`config.mk`:
```
export PLATFORM = sky130hd
export DESIGN_NAME = adc_seq_top
export DESIGN_NICKNAME = d
export VERILOG_FILES = /design/src/rtl/adc_seq_pkg.sv /design/src/rtl/adc_seq_trig.sv /design/src/rtl/adc_seq_arb.sv /design/src/rtl/adc_seq_ctrl.sv /design/src/rtl/adc_seq_irq.sv /design/src/rtl/adc_seq_top.sv
export SDC_FILE = /design/constraint.sdc
export NUM_CORES = 1
export LEC_CHECK = 0
export BUFFER_PORTS_ARGS = -buffer_cell sky130_fd_sc_hd__buf_2
export CELL_PAD_IN_SITES_DETAIL_PLACEMENT = 0
export CELL_PAD_IN_SITES_GLOBAL_PLACEMENT = 2
export CORE_UTILIZATION = 40
export CTS_BUF_LIST = sky130_fd_sc_hd__clkbuf_4 sky130_fd_sc_hd__clkbuf_8 sky130_fd_sc_hd__clkbuf_16
export DETAILED_ROUTE_END_ITERATION = 6
export GPL_ROUTABILITY_DRIVEN = 0
export PLACE_DENSITY = 0.9
export SLEW_MARGIN = 0
export SYNTH_ARGS = -nofsm -noshare
export SYNTH_HDL_FRONTEND = slang
export SYNTH_HIERARCHICAL = 1
export SYNTH_SLANG_ARGS = --single-unit
```
`constraint.sdc`:
```
create_clock -name clk -period 4.4 [get_ports clk]
set_input_delay 0.22 -clock clk [delete_from_list [all_inputs] [get_ports clk]]
set_output_delay 0.22 -clock clk [all_outputs]
set_load 0.01 [all_outputs]
```
`src/rtl/adc_seq_pkg.sv`:
```
package adc_seq_pkg;
  localparam int CH_W   = 4;
  localparam int ACQ_W  = 8;
  localparam int FSEL_W = 2;

  typedef enum logic [1:0] {
    SRC_SW   = 2'd0,
    SRC_TMR  = 2'd1,
    SRC_GPIO = 2'd2,
    SRC_PWM  = 2'd3
  } trig_src_e;

  typedef enum logic [1:0] {
    FB_NONE  = 2'd0,
    FB_FLAG0 = 2'd1,
    FB_FLAG1 = 2'd2,
    FB_RSVD  = 2'd3
  } fb_sel_e;

  typedef struct packed {
    fb_sel_e           fb;
    logic              post_en;
    logic [FSEL_W-1:0] flag_sel;
    logic [ACQ_W-1:0]  acq;
    logic [CH_W-1:0]   ch;
    trig_src_e         src;
  } slot_cfg_t;

  localparam int CFG_W = $bits(slot_cfg_t);

  typedef enum logic [1:0] {
    ST_IDLE = 2'd0,
    ST_ACQ  = 2'd1,
    ST_CONV = 2'd2
  } seq_state_e;
endpackage

```
`src/rtl/adc_seq_trig.sv`:
```
module adc_seq_trig
  import adc_seq_pkg::*;
#(
  parameter int NUM_SLOTS = 16
) (
  input  logic                 clk,
  input  logic                 rst,
  input  slot_cfg_t            cfg [NUM_SLOTS],
  input  logic [NUM_SLOTS-1:0] sw_trig,
  input  logic                 timer_tick,
  input  logic                 gpio_soc,
  input  logic                 pwm_soc,
  input  logic [1:0]           fb_pulse,
  input  logic [NUM_SLOTS-1:0] take,
  input  logic [NUM_SLOTS-1:0] ovf_clr,
  output logic [NUM_SLOTS-1:0] pend,
  output logic [NUM_SLOTS-1:0] ovf
);
  logic [NUM_SLOTS-1:0] hit;

  for (genvar s = 0; s < NUM_SLOTS; s++) begin : g_slot
    logic ext_hit;
    logic fb_hit;
    always_comb begin
      unique case (cfg[s].src)
        SRC_SW:   ext_hit = sw_trig[s];
        SRC_TMR:  ext_hit = timer_tick;
        SRC_GPIO: ext_hit = gpio_soc;
        default:  ext_hit = pwm_soc;
      endcase
      fb_hit = ((cfg[s].fb == FB_FLAG0) && fb_pulse[0]) ||
               ((cfg[s].fb == FB_FLAG1) && fb_pulse[1]);
      hit[s] = ext_hit || fb_hit;
    end
  end

  always_ff @(posedge clk) begin
    if (rst) begin
      pend <= '0;
      ovf  <= '0;
    end else begin
      pend <= (pend & ~take) | hit;
      ovf  <= (ovf & ~ovf_clr) | (hit & pend & ~take);
    end
  end
endmodule

```
`src/rtl/adc_seq_arb.sv`:
```
module adc_seq_arb #(
  parameter int NUM_SLOTS = 16,
  localparam int SLOT_W = $clog2(NUM_SLOTS)
) (
  input  logic [NUM_SLOTS-1:0] req,
  output logic [SLOT_W-1:0]    pick,
  output logic                 any
);
  always_comb begin
    pick = '0;
    any  = |req;
    for (int i = NUM_SLOTS - 1; i >= 0; i--) begin
      if (req[i]) pick = SLOT_W'(i);
    end
  end
endmodule

```
`src/rtl/adc_seq_ctrl.sv`:
```
module adc_seq_ctrl
  import adc_seq_pkg::*;
#(
  parameter int NUM_SLOTS = 16,
  localparam int SLOT_W = $clog2(NUM_SLOTS)
) (
  input  logic                 clk,
  input  logic                 rst,
  input  logic                 any_pend,
  input  logic [SLOT_W-1:0]    pick,
  input  logic [ACQ_W-1:0]     pick_acq,
  input  logic [CH_W-1:0]      pick_ch,
  input  logic                 conv_done,
  output logic [NUM_SLOTS-1:0] take,
  output logic                 conv_req,
  output logic [CH_W-1:0]      conv_ch,
  output logic [SLOT_W-1:0]    cur_slot,
  output logic                 fin,
  output logic                 eoc_pulse,
  output logic [SLOT_W-1:0]    eoc_slot
);
  seq_state_e       state;
  logic [ACQ_W-1:0] cnt;

  always_comb begin
    take = '0;
    if (state == ST_IDLE && any_pend) take[pick] = 1'b1;
    fin = (state == ST_CONV) && conv_done;
  end

  always_ff @(posedge clk) begin
    if (rst) begin
      state     <= ST_IDLE;
      cnt       <= '0;
      conv_req  <= 1'b0;
      conv_ch   <= '0;
      cur_slot  <= '0;
      eoc_pulse <= 1'b0;
      eoc_slot  <= '0;
    end else begin
      eoc_pulse <= 1'b0;
      unique case (state)
        ST_IDLE: if (any_pend) begin
          state    <= ST_ACQ;
          cur_slot <= pick;
          conv_ch  <= pick_ch;
          cnt      <= (pick_acq == '0) ? ACQ_W'(1) : pick_acq;
        end
        ST_ACQ: begin
          if (cnt == ACQ_W'(1)) begin
            state    <= ST_CONV;
            conv_req <= 1'b1;
          end else begin
            cnt <= cnt - 1'b1;
          end
        end
        default: if (conv_done) begin
          state     <= ST_IDLE;
          conv_req  <= 1'b0;
          eoc_pulse <= 1'b1;
          eoc_slot  <= cur_slot;
        end
      endcase
    end
  end
endmodule

```
`src/rtl/adc_seq_irq.sv`:
```
module adc_seq_irq
  import adc_seq_pkg::*;
#(
  parameter int NUM_FLAGS = 4
) (
  input  logic                 clk,
  input  logic                 rst,
  input  logic                 fin,
  input  logic                 post_en,
  input  logic [FSEL_W-1:0]    flag_sel,
  input  logic [NUM_FLAGS-1:0] cont,
  input  logic [NUM_FLAGS-1:0] clr,
  output logic [NUM_FLAGS-1:0] int_pulse,
  output logic [NUM_FLAGS-1:0] int_flag
);
  for (genvar f = 0; f < NUM_FLAGS; f++) begin : g_flag
    localparam logic [FSEL_W-1:0] FIDX = FSEL_W'(f);
    logic post_hit;
    assign post_hit = fin && post_en && (flag_sel == FIDX);

    always_ff @(posedge clk) begin
      if (rst) begin
        int_pulse[f] <= 1'b0;
        int_flag[f]  <= 1'b0;
      end else begin
        int_pulse[f] <= post_hit && (cont[f] || !int_flag[f]);
        if (post_hit)    int_flag[f] <= 1'b1;
        else if (clr[f]) int_flag[f] <= 1'b0;
      end
    end
  end
endmodule

```
`src/rtl/adc_seq_top.sv`:
```
module adc_seq_top
  import adc_seq_pkg::*;
#(
  parameter int NUM_SLOTS = 16,
  parameter int NUM_FLAGS = 4,
  parameter int RES_W     = 12,
  localparam int SLOT_W = $clog2(NUM_SLOTS)
) (
  input  logic                 clk,
  input  logic                 rst,
  input  logic                 cfg_we,
  input  logic [SLOT_W-1:0]    cfg_slot,
  input  logic [CFG_W-1:0]     cfg_data,
  input  logic [NUM_FLAGS-1:0] flag_cont,
  input  logic [NUM_SLOTS-1:0] sw_trig,
  input  logic                 timer_tick,
  input  logic                 gpio_soc,
  input  logic                 pwm_soc,
  input  logic [NUM_SLOTS-1:0] ovf_clr,
  input  logic [NUM_FLAGS-1:0] flag_clr,
  output logic                 conv_req,
  output logic [CH_W-1:0]      conv_ch,
  input  logic                 conv_done,
  input  logic [RES_W-1:0]     conv_data,
  output logic                 eoc_pulse,
  output logic [SLOT_W-1:0]    eoc_slot,
  output logic [NUM_FLAGS-1:0] int_pulse,
  output logic [NUM_FLAGS-1:0] int_flag,
  output logic [NUM_SLOTS-1:0] pending,
  output logic [NUM_SLOTS-1:0] overflow,
  input  logic [SLOT_W-1:0]    rd_slot,
  output logic [RES_W-1:0]     rd_data
);
  slot_cfg_t            cfg_q [NUM_SLOTS];
  logic [RES_W-1:0]     res_mem [NUM_SLOTS];
  logic [SLOT_W-1:0]    pick;
  logic                 any_pend;
  logic [NUM_SLOTS-1:0] take;
  logic [SLOT_W-1:0]    cur_slot;
  logic                 fin;
  slot_cfg_t            pick_cfg;
  slot_cfg_t            cur_cfg;

  always_ff @(posedge clk) begin
    if (rst) begin
      for (int s = 0; s < NUM_SLOTS; s++) cfg_q[s] <= '0;
    end else if (cfg_we) begin
      cfg_q[cfg_slot] <= slot_cfg_t'(cfg_data);
    end
  end

  always_ff @(posedge clk) begin
    if (fin) res_mem[cur_slot] <= conv_data;
    rd_data <= res_mem[rd_slot];
  end

  assign pick_cfg = cfg_q[pick];
  assign cur_cfg  = cfg_q[cur_slot];

  adc_seq_trig #(.NUM_SLOTS(NUM_SLOTS)) trig_i (
    .clk(clk), .rst(rst), .cfg(cfg_q), .sw_trig(sw_trig),
    .timer_tick(timer_tick), .gpio_soc(gpio_soc), .pwm_soc(pwm_soc),
    .fb_pulse(int_pulse[1:0]), .take(take), .ovf_clr(ovf_clr),
    .pend(pending), .ovf(overflow)
  );

  adc_seq_arb #(.NUM_SLOTS(NUM_SLOTS)) arb_i (
    .req(pending), .pick(pick), .any(any_pend)
  );

  adc_seq_ctrl #(.NUM_SLOTS(NUM_SLOTS)) ctrl_i (
    .clk(clk), .rst(rst), .any_pend(any_pend), .pick(pick),
    .pick_acq(pick_cfg.acq), .pick_ch(pick_cfg.ch), .conv_done(conv_done),
    .take(take), .conv_req(conv_req), .conv_ch(conv_ch),
    .cur_slot(cur_slot), .fin(fin), .eoc_pulse(eoc_pulse), .eoc_slot(eoc_slot)
  );

  adc_seq_irq #(.NUM_FLAGS(NUM_FLAGS)) irq_i (
    .clk(clk), .rst(rst), .fin(fin), .post_en(cur_cfg.post_en),
    .flag_sel(cur_cfg.flag_sel), .cont(flag_cont), .clr(flag_clr),
    .int_pulse(int_pulse), .int_flag(int_flag)
  );
endmodule

```
# After elaboration in Yosys (flattened, before gate mapping)
# Memory sizes are Yosys's and may differ from the RTL's. A register that Yosys moved wholly into a read port is not among the register bits.
# Index checks and enable logic that the tools add are counted.
# word_totals
reg_bits	368
latch_bits	0
mem_bits_rw	192
mem_bits_ro	0
elab_cells	392
n_memories	1
# mem_list
name	words	word_bits	rd	rd_ports_with_merged_regs	wr	line	source
res_mem	16	12	1	1	1	adc_seq_top.sv:35	logic [RES_W-1:0] res_mem [NUM_SLOTS];
# op_classes
addsub	1
mul	0
div	0
n_lt_le_gt_ge	6
n_eq_ne	73
n_shift	0
n_mux	66
n_bitwise	13
n_reduce_logical	119
# ops
op	n
304-bit bitwise mux	1
19-bit binary-select mux with 4-bit select	2
19-bit demux with 4-bit select	1
2-bit == test, second input constant	35
2-bit by 1-bit == test with 1-bit output, second input constant	34
16-bit bitwise AND	4
4-bit two-way mux	16
1-bit case mux with 3 select lines	16
1-bit logical AND	45
2-bit logical NOT	18
1-bit logical OR	36
17-bit two-way mux	2
16-bit NOT	2
16-bit bitwise OR	2
14-bit two-way mux	2
8-bit two-way mux	3
19-bit two-way mux	1
16-bit two-way mux	1
8-bit case mux with 2 select lines	1
16-bit OR reduction	1
5-bit >= comparator, second input constant	3
4-bit NOT with 5-bit output	3
1-bit two-way mux	14
2-bit nonzero test	6
other kinds (19)	29

# Longest topological paths before layout
# Gate-level depths: netlist of run 1.
# logic_depth
word_depth	24
ltp_mapped	14

# Modules after synthesis
# Netlist of run 1, hierarchy kept.
# modules_own_cells
module	instances	cells_per_inst	area_per_inst_um2	seq_area_each_um2
adc_seq_top	1	1900	20948.8	12091.6
adc_seq_trig	1	200	1921.8	640.6
adc_seq_ctrl	1	169	1224.9	480.5
adc_seq_irq	1	29	305.3	160.2
adc_seq_arb	1	34	176.4	0.0

# Worst setup path after synthesis of run 1
# OpenSTA, ideal clock, no wires.
# synth_path
path_type	register to register
start	register trig_i.pend[14]
end	register ctrl_i.cnt[0]
t_arrival_ns	3.075
required_ns	4.326
path_slack_ns	1.251
stages_incl_launch_ff	14
path_buffers	2
cell_sequence	dfxtp_1 > nor2_1 > o31ai_1 > nand2_1 > a31oi_1 > buf_2 > buf_4 > mux4_2 > a22oi_1 > nand2_1 > nor4_1 > a21oi_1 > or3_1 > a31oi_1
# synth_rtl
element	line	source
from (decl)	adc_seq_trig.sv:16	output logic [NUM_SLOTS-1:0] pend,
from (signal assigned)	adc_seq_trig.sv:42	pend <= (pend & ~take) | hit;
to (signal assigned)	adc_seq_ctrl.sv:47	cnt <= (pick_acq == '0) ? ACQ_W'(1) : pick_acq;
to (signal assigned)	adc_seq_ctrl.sv:54	cnt <= cnt - 1'b1;
to (decl)	adc_seq_ctrl.sv:23	logic [ACQ_W-1:0] cnt;

==> results of run 1 <==
[report_power, final]
part           internal [uW]  switching [uW]
Combinational            425             825
Clock                   3340            2170
Sequential              5550            94.2
[path summary, 6_finish.rpt]
kind,from,endpoint,slack [ns],depth (start not counted)
min reg2reg,trig_i/ovf[8],trig_i/ovf[8],0.47,2
min,cfg_data[17],cfg_q[283],0.04,3
max reg2reg,trig_i/pend[15],ctrl_i/cnt[0],0.87,11
max,trig_i/pend[15],ctrl_i/cnt[0],0.87,11
[routing by layer]
| metal | vias up | GRT usage | part of all wire |
|---|---|---|---|
| li1 | 8788 | - | - |
| met1 | 9625 | 0.312 | 0.43 |
| met2 | 766 | 0.386 | 0.49 |
| met3 | 108 | 0.0284 | 0.063 |
| met4 | 0 | 0.0720 | 0.025 |
| met5 | - | 0 | 0 |
[worst min-delay path, delay by kind of cell]
kind / cells / cell delay (ns)
AND/OR/NAND/NOR: 1 / 0.12
AO/OA/AOI/OAI: 1 / 0.05
buffers and inverters: 1 / 0.24
[kinds of logic (layout without fill, tap and decap cells)]
| logic type | Yosys count | in the layout |
|---|---|---|
| AO/OA/AOI/OAI | 764 | 764 |
| flip-flops | 572 | 572 |
| multiplexers | 124 | 124 |
| AND/OR/NAND/NOR | 591 | 591 |
| adder cells (fa/ha/maj) | 2 | 2 |
| buffers and inverters | 279 | 378 |
[metrics by stage]
step                utilization  hold WS [ns]  instances  instance area [sq um]
finish                    0.468        0.0413       3213                  28400
global route              0.468        0.0459       3213                  28400
CTS                       0.468       0.00258       3213                  28400
detailed placement        0.424         0.456       3052                  25700
global placement          0.424         0.454       3052                  25700
floorplan                     -         0.289       2332                  24600
[synth_stat cells, types with 2 or more instances]
cell type    n  area share
dfxtp_1    380        0.31
buf_2       72       0.015
nand2_1     81       0.012
nor3_2       4      0.0016
nor2b_1     14      0.0036
nor2_1      47      0.0072
mux4_2     124        0.11
a31oi_1      5      0.0013
nor3b_2      2      0.0010
o21ai_1    206       0.042
nand3_1    322       0.066
nand3b_1     5      0.0015
clkbuf_1   145       0.022
o311ai_1    16      0.0057
nand2b_1    29      0.0074
a21oi_1    367       0.075
or3_1        4      0.0010
and3_1       2     0.00051
or2_1        2     0.00051
buf_6        5      0.0023
clkbuf_2     7      0.0014
buf_4       14      0.0043
nand4b_1     2     0.00071
inv_1       22      0.0034
nand4_1      3     0.00076
buf_1       14      0.0021
nor4_1       2     0.00051
a21o_1       5      0.0015
and2_1       3     0.00076
nor3_1      28      0.0057
or3b_1       2     0.00071
a22oi_1     51       0.016
ha_1         2      0.0010
edfxtp_1   192        0.23
o21ai_0    106       0.022
and3b_1     34       0.012
[layout make-up]
type                            count  area (sq um)
Clock inverter                     18           372
Multi-Input combinational cell   1481         10100
Fill cell                        5493         32200
Clock buffer                       94          1830
Inverter                           22          82.6
Timing Repair Buffer              244          1680
Tap cell                          782           978
Sequential cell                   572         13400
[registers in the layout (all words and copies together) (netlist names)]
signal,cells
rd_data,12
ctrl_i/eoc_slot,4
irq_i/int_flag,4
trig_i/ovf,16
ctrl_i/cur_slot,4
irq_i/int_pulse,4
ctrl_i/conv_req,1
res_mem,192
ctrl_i/cnt,8
ctrl_i/conv_ch,4
ctrl_i/state,2
trig_i/pend,16
ctrl_i/eoc_pulse,1
cfg_q,304
==> results_dict.tcl, run 1 <==
set metrics [dict create \
    outcome "completed" \
    overflow 0 \
    fp.coreArea_sq_um 60600 \
    netlist_area_sq_um 24600 \
    crit_slowest_cell "mux4_2" \
    pre_cts_ws_ns 0.941 \
    ys_types 49 \
    worst_pin_slew_ns 1.17 \
    hpwlAfterDp_um 41100 \
    hold_class "in2reg" \
    synth_nets 2420 \
    grt_antenna_before_repair 1 \
    gr-usage-all-layers 0.231 \
    power_density_nw_per_um2 437 \
    htreeDepth 2 \
    synth_adder_area_share 0.00102 \
    crit_top_cell "a21oi_1" \
    clock-sinks 572 \
    path_max_fanout 52 \
    die_h_um 250 \
    clkTransAtPathRegs_ns 0.06 \
    cts_resized 0 \
    cts_tree "yes" \
    yosys_warnings 6 \
    fin_setup_tns_ns 0 \
    drtAntennaViolNets 0 \
    rsz0062_at_grt "no" \
    clock_latency_ns 0.66 \
    crit_path_end_kind "flop" \
    most-common-layout-cells "380 x dfxtp_1, 367 x a21oi_1, 321 x nand3_1" \
    layout-drive-gt1-share 0.190 \
    dr.first_iter.drc_count 1883 \
    yosysSeqAreaShare 0.544 \
    p_leak_uw 0.00940 \
    critical_path_arrival_ns 4.04 \
    final_max_slew_viol_count 0 \
    p_total_uw 12400 \
    wl_per_cell_um 22.6 \
    ys_ff_latch 572 \
    cp.required_ns 4.90 \
    start_util 0.406 \
    synth_top_family_by_area "compound AO/OA/AOI/OAI gates" \
    finalNetCount 2469 \
    vias 19287 \
    die_x_um 250 \
    fin_crit_ns 3.53 \
    critical-path-max-stage-delay_ns 0.56 \
    synth_cells 2332 \
    path_cells "a21oi_1, o311a_1, o22ai_4, buf_12, mux4_2, a22oi_1, nand2_1, nor4_1, a21oi_1, or3_1, a31oi_1" \
    final_common_cell "dfxtp_1" \
    antenna_cells 0 \
    cts_setup_buffers 0 \
    drcViolationCount 0 \
    crit_family "compound AO/OA/AOI/OAI gates" \
    synth_xor_area_frac 0 \
    synth_compound_area_frac 0.165 \
    viasPerCell 6.00 \
    setup_viol 0 \
    root_buffer "clkbuf_16" \
    ir_worst_vdd_v 0.000408 \
    max-cap-violations 0 \
    muxShareOfSynthArea 0.114 \
    finalClockSkew_ns 0.0770 \
    dr.pass1.iters 5 \
    grt_max_degree 141 \
    area_delta_synth_final_pct 15.5 \
    cts-hold-fix-buffers 49 \
    clock_path_buffers 3 \
    drt-total-wl_um 72800 \
    cts_buffers 60 \
    grt_pass1_wl_um 114000 \
    grt_pass1_vias 18985 \
    timing.fmax_mhz 283 \
    finalCritPeriodShare 0.803 \
    slew_headroom 0.213 \
    synthArstFlopShare 0 \
    synthSimpleGateAreaFrac 0.126 \
    postSynthAreaPerCell_sq_um 10.5 \
    rows 90 \
    synth-edff-count 192 \
    dieArea_sq_um 62400 \
    num_io_pins 148 \
    finalHoldViolCount 0 \
    path_class "reg2reg" \
    path_buf_inv 1 \
    startpoint_type "flop" \
    fin_ws_ns 0.866 \
    yosys_most_used_dff "dfxtp_1" \
    portBuffers 147 \
]
Note: power is estimated with default switching activity, not from simulation.
==> inputs of run 2 (changes only) <==
--- a/config.mk
+++ b/config.mk
@@ -8,11 +8,11 @@
 export BUFFER_PORTS_ARGS = -buffer_cell sky130_fd_sc_hd__buf_2
 export CELL_PAD_IN_SITES_DETAIL_PLACEMENT = 0
 export CELL_PAD_IN_SITES_GLOBAL_PLACEMENT = 2
-export CORE_UTILIZATION = 40
+export CORE_UTILIZATION = 36
 export CTS_BUF_LIST = sky130_fd_sc_hd__clkbuf_4 sky130_fd_sc_hd__clkbuf_8 sky130_fd_sc_hd__clkbuf_16
 export DETAILED_ROUTE_END_ITERATION = 6
 export GPL_ROUTABILITY_DRIVEN = 0
-export PLACE_DENSITY = 0.9
+export PLACE_DENSITY = 0.86
 export SLEW_MARGIN = 0
 export SYNTH_ARGS = -nofsm -noshare
 export SYNTH_HDL_FRONTEND = slang
==> constraint.sdc (replaced) <==
create_clock -name clk -period 3 [get_ports clk]
set_input_delay 0.15 -clock clk [delete_from_list [all_inputs] [get_ports clk]]
set_output_delay 0.15 -clock clk [all_outputs]
set_load 0.01 [all_outputs]
==> run 2 against run 1 <==
The run now ends with negative setup slack left. Combinational power up 64%. Final cell count increased by 5.1%. Count of clock-buffer cells in the layout down 14. Setup slack worse by 0.88 ns. Sequential share of layout area is 1.3 points lower. Routed wire length up 4.2%. Fmax rose by 17%. Worst hold slack worse by 0.041 ns. Non-clock buffer count grew 78. Via count rose by 1.9%.
==> results_dict.tcl, run 2 (same netlist as run 1, synthesis figures left out) <==
set metrics [dict create \
    outcome "complete, but fails checks" \
    failed_checks "negative setup slack" \
    drcViolationCount 0 \
    cts_buffers 58 \
    dr.first_iter.drc_count 2214 \
    final_max_slew_viol_count 0 \
    setup_viol 1 \
    dr.pass1.iters 5 \
    crit_path_start "trig_i/pend[15]" \
    clkTransAtPathRegs_ns 0.07 \
    antenna_cells 0 \
    grt_antenna_before_repair 2 \
    gr-usage-all-layers 0.214 \
    top_register "cfg_q" \
    clock-sinks 572 \
    finalClockSkew_ns 0.0324 \
    crit_path_end_kind "flop" \
    p_leak_uw 0.00977 \
    path_class "reg2reg" \
    start_util 0.365 \
    grt_max_degree 102 \
    final_common_cell "dfxtp_1" \
    r2r-start "trig_i/pend[15]" \
    finalNetCount 2545 \
    multi_input_area_sq_um 10100 \
    reg_top3 "cfg_q x304, res_mem x192" \
    timing.fmax_mhz 332 \
    viasPerCell 5.82 \
    die_h_um 263 \
    dpl_cell_area_sq_um 26400 \
    stdcell_area_sq_um 29200 \
    largest_register_ffs 304 \
    critical_path_arrival_ns 3.57 \
    finalHoldViolCount 0 \
    num_io_pins 148 \
    overflow 0 \
    portBuffers 147 \
    drt-total-wl_um 75800 \
    area_delta_synth_final_pct 18.7 \
    most-common-layout-cells "380 x dfxtp_1, 367 x a21oi_1, 321 x nand3_1" \
    max-cap-violations 0 \
    fin_crit_ns 3.01 \
    path_cells "a21oi_1, o311a_1, o22ai_4, buf_12, buf_12, buf_6, mux4_2, a22oi_2, nand2_2, nor4_4, a21oi_1, or3_1, a31oi_1" \
    hp-start "rst" \
    dieArea_sq_um 69300 \
    hpwlAfterDp_um 45200 \
    clock_path_buffers 3 \
    cts_tree "yes" \
    critical-path-max-stage-delay_ns 0.50 \
    worst_pin_slew_ns 1.00 \
    vias 19657 \
    layout-drive-gt1-share 0.215 \
    p_total_uw 18000 \
    fin_setup_tns_ns -0.0122 \
    grt_pass1_vias 19317 \
    fp.coreArea_sq_um 67400 \
    rsz0062_at_grt "yes" \
    htreeDepth 2 \
    die_x_um 263 \
    startpoint_type "flop" \
    fin_ws_ns -0.0122 \
    cp.required_ns 3.56 \
    slew_headroom 0.333 \
    pre_cts_ws_ns -0.152 \
    wl_per_cell_um 22.5 \
    rows 95 \
    drtAntennaViolNets 0 \
    grt_pass1_wl_um 116000 \
    seq_area_sq_um 13400 \
    finalCritPeriodShare 1.00 \
    root_buffer "clkbuf_16" \
    clock_latency_ns 0.63 \
    fillers 6238 \
    ir_worst_vdd_v 0.000402 \
    power_density_nw_per_um2 616 \
    hold_class "in2reg" \
    path_max_fanout 7 \
    crit_slowest_cell "mux4_2" \
]
-- run 2: cell types whose count changed in the layout (fill, tap and decap cells not counted), sizes merged --
cell         change
bufinv           -1
buf             +71
clkinv           +3
dlygate4sd3      +6
inv              +1
clkbuf          -13
clkinvlp         +5
-- run 2: timing repair --
item,4_1_cts,5_1_grt
pin swaps,1,9
hold buffers,55,0
gates resized for setup,1,16
endpoints found under the hold margin,484,0
endpoints found under the setup margin,1,8
buffers inserted,2,4
gates cloned,0,1
-- run 2: final timing paths --
path / endpoint / slack, ns / cells past startpoint
setup / recovery: ctrl_i/cnt[0] / -0.01 / 13
hold / removal: cfg_q[129] / 0.0002 / 2
setup reg to reg: ctrl_i/cnt[0] / -0.01 / 13
hold reg to reg: ctrl_i/eoc_slot[1] / 0.46 / 2
-- run 2: per-layer routing --
layer / share of wire / vias up / GRT usage
met2: 0.49 / 805 / 0.359
met3: 0.067 / 124 / 0.0295
met1: 0.42 / 9785 / 0.286
met5: 0.00017 / - / 0
li1: - / 8941 / -
met4: 0.025 / 2 / 0.0645
-- run 2: report_power, final --
part	internal, uW	switching, uW
combinational	785	1260
clock	4550	3090
sequential	8140	128
total	13500	4480
-- run 2: area by class of cell --
class,count,share of cell area
Sequential cell,572,0.459
Multi-Input combinational cell,1481,0.348
Timing Repair Buffer,322,0.0839
Clock buffer,80,0.0582
Tap cell,873,0.0375
Clock inverter,26,0.0115
Inverter,22,0.00283
-- run 2: worst max-delay path: cells and delay by family (launching register included) --
kind	cells	cell delay, ns
flops	1	0.35
compound gates	6	1.04
simple gates	3	0.66
buf+inv	3	0.40
mux	1	0.50
-- run 2: stage by stage --
step / utilization / std cells / hold slack, ns
finish: 0.433 / 3376 / 0.000196
detailed placement: 0.392 / 3208 / 0.405
global route: 0.433 / 3376 / 0.0199
CTS: 0.431 / 3371 / 0.00561
global placement: 0.392 / 3208 / 0.409
floorplan: - / 2332 / 0.219
